<file path="src/rtl/vbl_pkg.sv">
package vbl_pkg;
  localparam int unsigned POS_W   = 9;
  localparam int unsigned ADDR_W  = 3;
  localparam int unsigned NUM_REG = 1 << ADDR_W;

  typedef struct packed {
    logic [POS_W-1:0] line;
    logic [POS_W-1:0] dot;
  } pos_t;

  function automatic logic at_pos(pos_t p, int unsigned line, int unsigned dot, logic phase);
    return (p.line == POS_W'(line)) && (p.dot == POS_W'(dot)) && !phase;
  endfunction
endpackage

</file>
<file path="src/rtl/vbl_sel_decode.sv">
module vbl_sel_decode
  import vbl_pkg::*;
#(
  parameter int unsigned AW = ADDR_W,
  localparam int unsigned NR = 1 << AW
) (
  input  logic          clk_i,
  input  logic          rst_ni,
  input  logic          rw_i,
  input  logic [AW-1:0] addr_i,
  output logic [NR-1:0] rd_sel_no
);
  // select lines are purely combinational: valid from the start of the bus cycle
  for (genvar g = 0; g < NR; g++) begin : g_sel
    assign rd_sel_no[g] = !(rw_i && (addr_i == AW'(g)));
  end

  assert_sel_onehot_R1: assert property (@(posedge clk_i) disable iff (!rst_ni)
    $onehot0(~rd_sel_no));
endmodule

</file>
<file path="src/rtl/vbl_event_gen.sv">
module vbl_event_gen
  import vbl_pkg::*;
#(
  parameter int unsigned SET_LINE = 241,
  parameter int unsigned SET_DOT  = 1,
  parameter int unsigned CLR_LINE = 261,
  parameter int unsigned CLR_DOT  = 1
) (
  input  logic pix_phase_i,
  input  pos_t pos_i,
  output logic set_o,
  output logic clr_o
);
  assign set_o = at_pos(pos_i, SET_LINE, SET_DOT, pix_phase_i);
  assign clr_o = at_pos(pos_i, CLR_LINE, CLR_DOT, pix_phase_i);
endmodule

</file>
<file path="src/rtl/vbl_flag_latch.sv">
module vbl_flag_latch (
  input  logic clk_i,
  input  logic rst_ni,
  input  logic set_i,
  input  logic line_clr_i,
  input  logic rd_strobe_i,
  output logic flag_o,
  output logic rd_val_o
);
  logic flag_q, flag_d, hold_q;

  // read strobe beats set, set beats line clear
  always_comb begin
    flag_d = flag_q;
    if (rd_strobe_i)     flag_d = 1'b0;
    else if (set_i)      flag_d = 1'b1;
    else if (line_clr_i) flag_d = 1'b0;
  end

  always_ff @(posedge clk_i or negedge rst_ni) begin
    if (!rst_ni) begin
      flag_q <= 1'b0;
      hold_q <= 1'b0;
    end else begin
      flag_q <= flag_d;
      if (!rd_strobe_i) hold_q <= flag_d;
    end
  end

  assign flag_o   = flag_q;
  assign rd_val_o = rd_strobe_i ? hold_q : flag_q;

  assert_clr_wins_R5: assert property (@(posedge clk_i) disable iff (!rst_ni)
    (rd_strobe_i && set_i) |=> !flag_q);
  assert_read_clears_R3: assert property (@(posedge clk_i) disable iff (!rst_ni)
    rd_strobe_i |=> !flag_q);
  assert_set_R4: assert property (@(posedge clk_i) disable iff (!rst_ni)
    (set_i && !rd_strobe_i) |=> flag_q);
  assert_line_clr_R8: assert property (@(posedge clk_i) disable iff (!rst_ni)
    (line_clr_i && !set_i) |=> !flag_q);
  assert_hold_R2: assert property (@(posedge clk_i) disable iff (!rst_ni)
    rd_strobe_i |=> (!rd_strobe_i || $stable(rd_val_o)));
endmodule

</file>
<file path="src/rtl/vbl_status.sv">
module vbl_status
  import vbl_pkg::*;
#(
  parameter int unsigned AW         = ADDR_W,
  parameter int unsigned STATUS_IDX = 2,
  parameter int unsigned SET_LINE   = 241,
  parameter int unsigned SET_DOT    = 1,
  parameter int unsigned CLR_LINE   = 261,
  parameter int unsigned CLR_DOT    = 1
) (
  input  logic             clk_i,
  input  logic             rst_ni,
  input  logic             pix_phase_i,
  input  logic [POS_W-1:0] vpos_i,
  input  logic [POS_W-1:0] hpos_i,
  input  logic             rw_i,
  input  logic [AW-1:0]    addr_i,
  input  logic             io_ce_ni,
  input  logic             nmi_en_i,
  output logic             rd_data_o,
  output logic             rd_oe_o,
  output logic             nmi_no
);
  localparam int unsigned NR = 1 << AW;

  logic [NR-1:0] rd_sel_n;
  logic set_p, clr_p, rd_strobe, flag, rd_val;
  pos_t pos;

  assign pos = '{line: vpos_i, dot: hpos_i};

  vbl_sel_decode #(.AW(AW)) u_dec (
    .clk_i(clk_i), .rst_ni(rst_ni), .rw_i(rw_i), .addr_i(addr_i), .rd_sel_no(rd_sel_n)
  );

  vbl_event_gen #(
    .SET_LINE(SET_LINE), .SET_DOT(SET_DOT), .CLR_LINE(CLR_LINE), .CLR_DOT(CLR_DOT)
  ) u_evt (
    .pix_phase_i(pix_phase_i), .pos_i(pos), .set_o(set_p), .clr_o(clr_p)
  );

  // read-and-clear strobe: NOR of status select and chip enable, both active low
  assign rd_strobe = !(rd_sel_n[STATUS_IDX] || io_ce_ni);

  vbl_flag_latch u_flag (
    .clk_i(clk_i), .rst_ni(rst_ni), .set_i(set_p), .line_clr_i(clr_p),
    .rd_strobe_i(rd_strobe), .flag_o(flag), .rd_val_o(rd_val)
  );

  assign rd_data_o = rd_val;
  assign rd_oe_o   = rd_strobe;
  assign nmi_no    = !(flag && nmi_en_i);

  assert_nmi_mask_R7: assert property (@(posedge clk_i) disable iff (!rst_ni)
    !nmi_en_i |-> nmi_no);
  assert_oe_ce_R1: assert property (@(posedge clk_i) disable iff (!rst_ni)
    io_ce_ni |-> !rd_oe_o);
  assert_nmi_lost_R5: assert property (@(posedge clk_i) disable iff (!rst_ni)
    (rd_oe_o && set_p) |=> nmi_no);
endmodule

</file>
<file path="config.mk">
export PLATFORM = sky130hd
export DESIGN_NAME = vbl_status
export DESIGN_NICKNAME = d
export VERILOG_FILES = /design/src/rtl/vbl_pkg.sv /design/src/rtl/vbl_sel_decode.sv /design/src/rtl/vbl_event_gen.sv /design/src/rtl/vbl_flag_latch.sv /design/src/rtl/vbl_status.sv
export SDC_FILE = /design/constraint.sdc
export NUM_CORES = 1
export LEC_CHECK = 0
export ABC_AREA = 1
export BUFFER_PORTS_ARGS = -buffer_cell sky130_fd_sc_hd__buf_2
export CAP_MARGIN = 20
export CELL_PAD_IN_SITES_DETAIL_PLACEMENT = 1
export CELL_PAD_IN_SITES_GLOBAL_PLACEMENT = 2
export CORE_MARGIN = 1.5
export CORE_UTILIZATION = 10
export DETAILED_ROUTE_END_ITERATION = 6
export GPL_TIMING_DRIVEN = 0
export PLACE_DENSITY = 0.69
export SETUP_SLACK_MARGIN = 0.5
export SLEW_MARGIN = 20
export SYNTH_ARGS = -nofsm -noshare
export SYNTH_HDL_FRONTEND = slang
export SYNTH_SLANG_ARGS = --single-unit
</file>
<file path="constraint.sdc">
create_clock -name clk_i -period 0.9 [get_ports clk_i]
set_input_delay 0.09 -clock clk_i [delete_from_list [all_inputs] [get_ports clk_i]]
set_output_delay 0.09 -clock clk_i [all_outputs]
set_load 0.05 [all_outputs]
</file>
Word-level counts from Yosys, hierarchy flattened. Index checks and enable logic that the tools add are counted. Widths: inputs -> output; s select.

Register bits after elaboration: 2. Input bits: 27. Output and inout bits: 3. Logic and storage cells: 21.

Equal/unequal tests: 4. Muxes and demuxes: 4. Reduce and logical (&&, ||, !) cells: 11.

Operators with widths (number): $eq 9x1->1 const B (1); $eq 9x8->1 const B (1); $eq 9x9->1 const B (1); $logic_and 1x1->1 (6); $logic_not 1->1 (4); $mux 1 (4); $eq 3x2->1 const B (1); $logic_or 1x1->1 (1).

Logic depth before layout (Yosys ltp). Gate-level depths: netlist (run 1).

Depth in word-level cells: 6. Gate-level depth with buffers: 7.

By module. From an unflattened synthesis (run 1), not the netlist that was laid out.

Cell total of the unflattened synthesis: 64. Area total of the unflattened synthesis: 320.3 um^2.

Modules (own cells, without submodules): vbl_event_gen (instances 1, cells an instance 32, area an instance 140.1 um^2, seq. area each 0.0 um^2); vbl_flag_latch (instances 1, cells an instance 11, area an instance 98.8 um^2, seq. area each 50.0 um^2); vbl_sel_decode (instances 1, cells an instance 19, area an instance 73.8 um^2, seq. area each 0.0 um^2); vbl_status (instances 1, cells an instance 2, area an instance 7.5 um^2, seq. area each 0.0 um^2).

Worst setup path before layout (run 1). Ideal clock, no wire load.

Path kind: input -> output. From: input rw_i. To: output rd_data_o. Arrival time: 1.498 ns. Data required time: 0.810 ns. Setup slack: -0.688 ns. Stages: 5. Buffers on the path: 0. Cells stage by stage: nand2_1 -> nor2_1 -> nand2_1 -> inv_2 -> o21ai_0.

Word-level cells in the longest chain between the ends: 4.

Ends and longest elaborated chain: start, declared (RTL line vbl_status.sv:16) `input logic rw_i,`; $logic_and 1x1->1 (RTL line vbl_sel_decode.sv:15) `assign rd_sel_no[g] = !(rw_i && (addr_i == AW'(g)));`; $logic_not 1->1 (RTL line vbl_sel_decode.sv:15); $logic_or 1x1->1 (RTL line vbl_status.sv:43) `assign rd_strobe = !(rd_sel_n[STATUS_IDX] || io_ce_ni);`; $mux 1 (RTL line vbl_flag_latch.sv:31) `assign rd_val_o = rd_strobe_i ? hold_q : flag_q;`; end, declared (RTL line vbl_status.sv:20) `output logic rd_data_o,`.

Every way passes these cells.

Worst setup path after layout (run 1).
From: register u_flag.flag_q, in the netlist u_flag.flag_o. To: output rd_data_o.

Word-level cells in the longest chain between the ends: 1.

Ends and longest elaborated chain: start, declared (RTL line vbl_flag_latch.sv:10) `logic flag_q, flag_d, hold_q;`; start signal, assigned (RTL line vbl_flag_latch.sv:25) `flag_q <= flag_d;`; $mux 1 (RTL line vbl_flag_latch.sv:31).

Every way passes these cells.

==> flow_summary_export.csv, run 1 <==
group,metric,value,unit
run_status,outcome,"finished, violations left",
run_status,violations,"negative setup slack",
clock_tree,clk_latency,0.22,ns
detailed_routing,via_per_inst,3.53,
clock_tree,cts.clk_slew.worst_paths,0.03,ns
worst_setup_path,crit_type,"reg2out",
clock_tree,cts-buffers-inserted,3,
detailed_routing,drc,0,
global_route,antenna_found_initial,0,
final_layout,drive_above_1_share,0.620,
run,maxCapViolCount,0,
global_route,grt.overflow.total,0,
worst_setup_path,required,0.81,ns
final_layout,utilization,0.279,
die,core,2020,um^2
die,fp.dieH,50.2,um
power_and_ir_drop,clkPwrFrac,0.328,
power_and_ir_drop,p_comb_frac,0.469,
power_and_ir_drop,p_switching,194,uW
power_and_ir_drop,internal_power,392,uW
logic_synthesis,syn_area_per_cell,5.30,um^2
detailed_routing,drt_pass1_iterations,1,
worst_setup_path,crit_path_start_kind,"flop",
worst_setup_path,path_cells,"inv_2 -> o21ai_4 -> buf_6",
timing,fmax,991,MHz
die,die_area,2520,um^2
logic_synthesis,synthDistinctLibCells,11,
final_layout,design_area,564,um^2
logic_synthesis,syn-instance-count,42,
clock_tree,cts_root_buffer,"clkbuf_4",
global_route,gr-usage-all-layers,0.0676,
logic_synthesis,syn_nets,69,
detailed_routing,vias,374,
place,dpl.hpwl,700,um
final_layout,nNetsFinal,108,
logic_synthesis,ys_ff_latch,2,
worst_setup_path,worst_path_largest_cell_delay,0.35,ns
global_route,grt_first_pass_wirelength,1410,um
global_route,grt_max_degree,5,
place,dp_slack,-0.117,ns
worst_setup_path,arrival,0.92,ns
die,die_w,50.2,um
detailed_routing,ant_nets,0,
timing,post-route-min-period,1.01,ns
logic_synthesis,syn_area,223,um^2
timing,hold_viol_final,0,
timing,timing.final.crit_share,1.12,
final_layout,antenna_cells,0,
global_route,grt_pass1_vias,377,
clock_tree,ctsHtreeMaxLevel,1,
timing,setup_viol,4,
final_layout,syn2layout_area_growth,153,%
die,rows,16,
power_and_ir_drop,switching_share,0.331,
logic_synthesis,ys_seq_area_frac,0.225,
worst_setup_path,path_buf_inv,2,
power_and_ir_drop,total_power,586,uW
place,gp_congestion,0.563,
die,ios,30,
power_and_ir_drop,p_per_area,1040,nW/um^2
timing,relSlewSlack,0.906,
clock_tree,cts_buffer_depth,2,
timing,worst_pin_slew,0.140,ns
worst_setup_path,path_max_fanout,2,
worst_hold_path,hp-class,"in2async",
timing,finalClockSkew,0.000191,ns
power_and_ir_drop,vdd_ir_drop_max,0.000445,V
worst_setup_path,cp_top_family,"flip-flops",
timing,rsz0062_at_grt,"true",
die,start_util,0.110,
clock_tree,clock_sinks,2,
worst_setup_path,cp_slowest_cell,"dfrtp_1",
timing,report.final.slew_viol_count,0,
place,place_area,433,um^2
timing,layout_setup_ws,-0.109,ns
detailed_routing,drt-initial-drc-count,0,
detailed_routing,routedWlPerCell,7.75,um
power_and_ir_drop,pwr-share-seq,0.203,
clock_tree,cts_tree,"built",
detailed_routing,drt-total-wl,821,um
power_and_ir_drop,p_leak,0.312,nW
worst_setup_path,critPathCaptureType,"output pin",
place,portBuffers,29,
logic_synthesis,yosys_warnings,0,
## timing repair
item                       in CTS  in global routing
gates resized for setup        10                  8
pin swaps                       2                  2
hold endpoints to repair        2                  0
gates cloned                    0                  0
setup endpoints to repair       5                  5
buffers inserted                1                  3
hold buffers                    1                  0
## worst reg2reg max path, stage by stage, from the launching register on
cell and delay (ns):
dfrtp_1 0.38, inv_2 0.09, buf_4 0.11, buf_6 0.09, nor2_4 0.03, nand2_2 0.06
nand3_2 0.05
## cells in the final DEF, fill, tap and decap left out
cell	n
nand4_1	1
buf_8	1
clkinv_4	1
buf_4	2
inv_2	1
dfrtp_1	2
nand2_4	2
nand3_1	4
nand2_2	2
buf_2	23
nor2_2	3
nor2_1	11
nand3_2	1
buf_6	7
clkbuf_4	3
nand2_1	5
dlygate4sd3_1	1
nor2_4	2
inv_1	6
o21ai_4	1
## sequential cells by signal (all words and copies together) (netlist names)
register       cells
u_flag.flag_o      1
u_flag.hold_q      1
## power groups by stage
| stage | sequential [mW] | combinational (mW) | clock [mW] |
|---|---|---|---|
| floorplan | 0.118 | 0.124 | 0 |
| global placement | 0.120 | 0.203 | 0 |
| detailed placement | 0.120 | 0.208 | 0 |
| CTS | 0.119 | 0.246 | 0.206 |
| global route | 0.121 | 0.299 | 0.205 |
| finish | 0.119 | 0.275 | 0.192 |
## final cells by class
class	count	area, um^2
fillers	259	1460
repair buffers	34	234
multi-input cells	32	189
flip-flops and latches	2	50.0
inverters	8	35.0
well taps	27	33.8
clock buffers	3	22.5
## logic make-up after synthesis
family,after synthesis,share of synthesized area
buf+inv,8,0.135
simple gates,31,0.618
flops,2,0.225
compound gates,1,0.0225
## routing by layer
metal	track usage	wire length (um)
met5	0	0
met4	0.0278	0
met3	0	45
met2	0.127	471
met1	0.0803	303
## stage by stage
stage	hold slack, ns	std cells	TNS, ns
2_1_floorplan	-0.206	42	0
6_report	0.187	106	-0.152
3_5_place_dp	-0.125	98	-0.117
3_3_place_gp	-0.125	98	-0.105
4_1_cts	0.182	103	-0.156
5_1_grt	0.184	106	-0.341
## cell usage after synthesis
cell,n,share of area
dfrtp_1,2,0.22
nand2_2,1,0.028
nand3_2,1,0.045
nor2_1,14,0.24
o21ai_0,1,0.022
inv_2,1,0.017
inv_1,7,0.12
nand4_1,1,0.028
nor2_2,2,0.056
nand2_1,8,0.13
nand3_1,4,0.090
## worst paths after layout
check / from / to / slack, ns / cells after the start
min reg2reg: u_flag.hold_q$_DFFE_PN0P_ / u_flag.hold_q$_DFFE_PN0P_ / 0.53 / 2
min: rst_ni / u_flag.hold_q$_DFFE_PN0P_ / 0.19 / 2
max in group asynchronous: rst_ni / u_flag.flag_o$_DFF_PN0_ / 0.62 / 2
max reg2reg: u_flag.flag_o$_DFF_PN0_ / u_flag.hold_q$_DFFE_PN0P_ / -0.02 / 6
max: u_flag.flag_o$_DFF_PN0_ / rd_data_o / -0.11 / 3
min in group clk_i: vpos_i[7] / u_flag.flag_o$_DFF_PN0_ / 0.29 / 7
No activity file was read; power rests on OpenSTA's default activity.
==> run 2: changes to the inputs <==
==> constraint.sdc (replaced) <==
create_clock -name clk_i -period 0.9 [get_ports clk_i]
set_input_delay 0.09 -clock clk_i [delete_from_list [all_inputs] [get_ports clk_i]]
set_output_delay 0.09 -clock clk_i [all_outputs]
set_load 0.1 [all_outputs]
==> flow_summary_export.csv, run 2 (synthesis results as in run 1) <==
group,metric,value,unit
detailed_routing,drt_pass1_iterations,1,
place,portBuffers,29,
worst_setup_path,critPathCaptureType,"output pin",
worst_setup_path,path_cells,"inv_2 -> o21ai_4 -> buf_12",
timing,hold_viol_final,0,
timing,setup_viol,4,
worst_setup_path,path_max_fanout,2,
worst_hold_path,hp-class,"in2async",
place,dpl.hpwl,682,um
worst_setup_path,ff2ff_setup_slack,-0.02,ns
global_route,grt_pass1_vias,386,
clock_tree,cts-buffers-inserted,3,
power_and_ir_drop,p_per_area,1120,nW/um^2
global_route,gr-usage-all-layers,0.0744,
run,maxCapViolCount,0,
timing,worst_pin_slew,0.156,ns
final_layout,nNetsFinal,111,
timing,relSlewSlack,0.895,
final_layout,drive_above_1_share,0.646,
detailed_routing,drt-total-wl,898,um
place,gp_congestion,0.578,
worst_setup_path,worst_path_largest_cell_delay,0.35,ns
run_status,violations,"negative setup slack",
power_and_ir_drop,p_leak,0.346,nW
die,start_util,0.110,
worst_setup_path,timing.rr.end,"u_flag.hold_q$_DFFE_PN0P_",
timing,layout_setup_ws,-0.168,ns
global_route,grt_max_degree,5,
worst_setup_path,required,0.81,ns
timing,finalClockSkew,0.00427,ns
place,place_area,435,um^2
worst_setup_path,worstReg2RegStart,"u_flag.flag_o$_DFF_PN0_",
timing,rsz0062_at_grt,"true",
final_layout,antenna_cells,0,
detailed_routing,routedWlPerCell,8.24,um
die,core,2020,um^2
worst_setup_path,arrival,0.98,ns
final_layout,design_area,634,um^2
die,rows,16,
clock_tree,ctsHtreeMaxLevel,1,
timing,report.final.slew_viol_count,0,
detailed_routing,drt-initial-drc-count,0,
worst_setup_path,cp_slowest_cell,"dfrtp_1",
timing,fmax,936,MHz
clock_tree,cts_buffer_depth,2,
final_layout,syn2layout_area_growth,185,%
clock_tree,clk_latency,0.22,ns
final_layout,layout_commonest_cell,"buf_2",
clock_tree,cts_tree,"built",
detailed_routing,drc,0,
detailed_routing,vias,396,
timing,holdWs,0.178,ns
die,ios,30,
global_route,grt_first_pass_wirelength,1480,um
worst_setup_path,reg2reg_depth,6,
worst_setup_path,crit_start,"u_flag.flag_o$_DFF_PN0_",
die,fp.dieH,50.2,um
detailed_routing,ant_nets,0,
clock_tree,clock_sinks,2,
timing,post-route-min-period,1.07,ns
worst_setup_path,crit_type,"reg2out",
final_layout,final_cell_mix,"buf_2 (22), nor2_1 (11), inv_1 (6)",
global_route,antenna_found_initial,0,
global_route,grt.overflow.total,0,
power_and_ir_drop,vdd_ir_drop_max,0.000496,V
run_status,outcome,"finished, violations left",
detailed_routing,via_per_inst,3.63,
clock_tree,cts_root_buffer,"clkbuf_4",
die,die_area,2520,um^2
worst_setup_path,crit_path_start_kind,"flop",
die,die_w,50.2,um
clock_tree,cts.clk_slew.worst_paths,0.03,ns
timing,timing.final.crit_share,1.19,
-- run 2: timing repair --
| item | in CTS | in global routing |
|---|---|---|
| resized for setup | 24 | 4 |
| hold endpoints to repair | 2 | 0 |
| hold buffers | 1 | 0 |
| pin swaps | 1 | 3 |
| setup buffers | 4 | 3 |
| setup endpoints to repair | 5 | 5 |
-- run 2: worst max path at each step --
stage,endpoint,slack (ns)
floorplan,rd_data_o,-0.14
global placement,rd_data_o,-0.32
detailed placement,rd_data_o,-0.33
CTS,rd_data_o,-0.17
global route,rd_data_o,-0.23
finish,rd_data_o,-0.17
-- run 2: layer usage --
layer	share of wire	global-route usage	vias to the layer above
li1	-	-	209
met5	0	0	-
met1	0.35	0.0801	171
met2	0.58	0.145	16
met4	0	0.0278	0
met3	0.062	0.00893	0
-- run 2: worst max-delay path, delay by kind of cell, from the launching register on --
family / cells / cell delay [ns]
AOI/OAI and AO/OA: 1 / 0.16
buffers and inverters: 2 / 0.25
DFF: 1 / 0.35
-- run 2: final cells by class --
class / count / area, um^2
fill: 268 / 1390
timing repair buffer: 37 / 289
multi-input combinational: 32 / 201
sequential: 2 / 50.0
inverter: 8 / 37.5
tap: 27 / 33.8
clock buffer: 3 / 22.5
-- run 2: power breakdown --
part	switching (mW)	internal, mW	leakage (nW)
Clock	0.0478	0.147	0.0138
Combinational	0.207	0.190	0.307
Sequential	0.00894	0.107	0.0258
-- run 2: stage by stage --
| stage | setup slack (ns) | power (mW) | TNS [ns] | instances | utilization |
|---|---|---|---|---|---|
| floorplan | -0.143 | 0.286 | -0.143 | 42 | - |
| global placement | -0.320 | 0.365 | -0.478 | 98 | 0.215 |
| CTS | -0.174 | 0.676 | -0.245 | 106 | 0.295 |
| detailed placement | -0.330 | 0.370 | -0.504 | 98 | 0.215 |
| global route | -0.232 | 0.761 | -0.607 | 109 | 0.314 |
| finish | -0.168 | 0.708 | -0.366 | 109 | 0.314 |
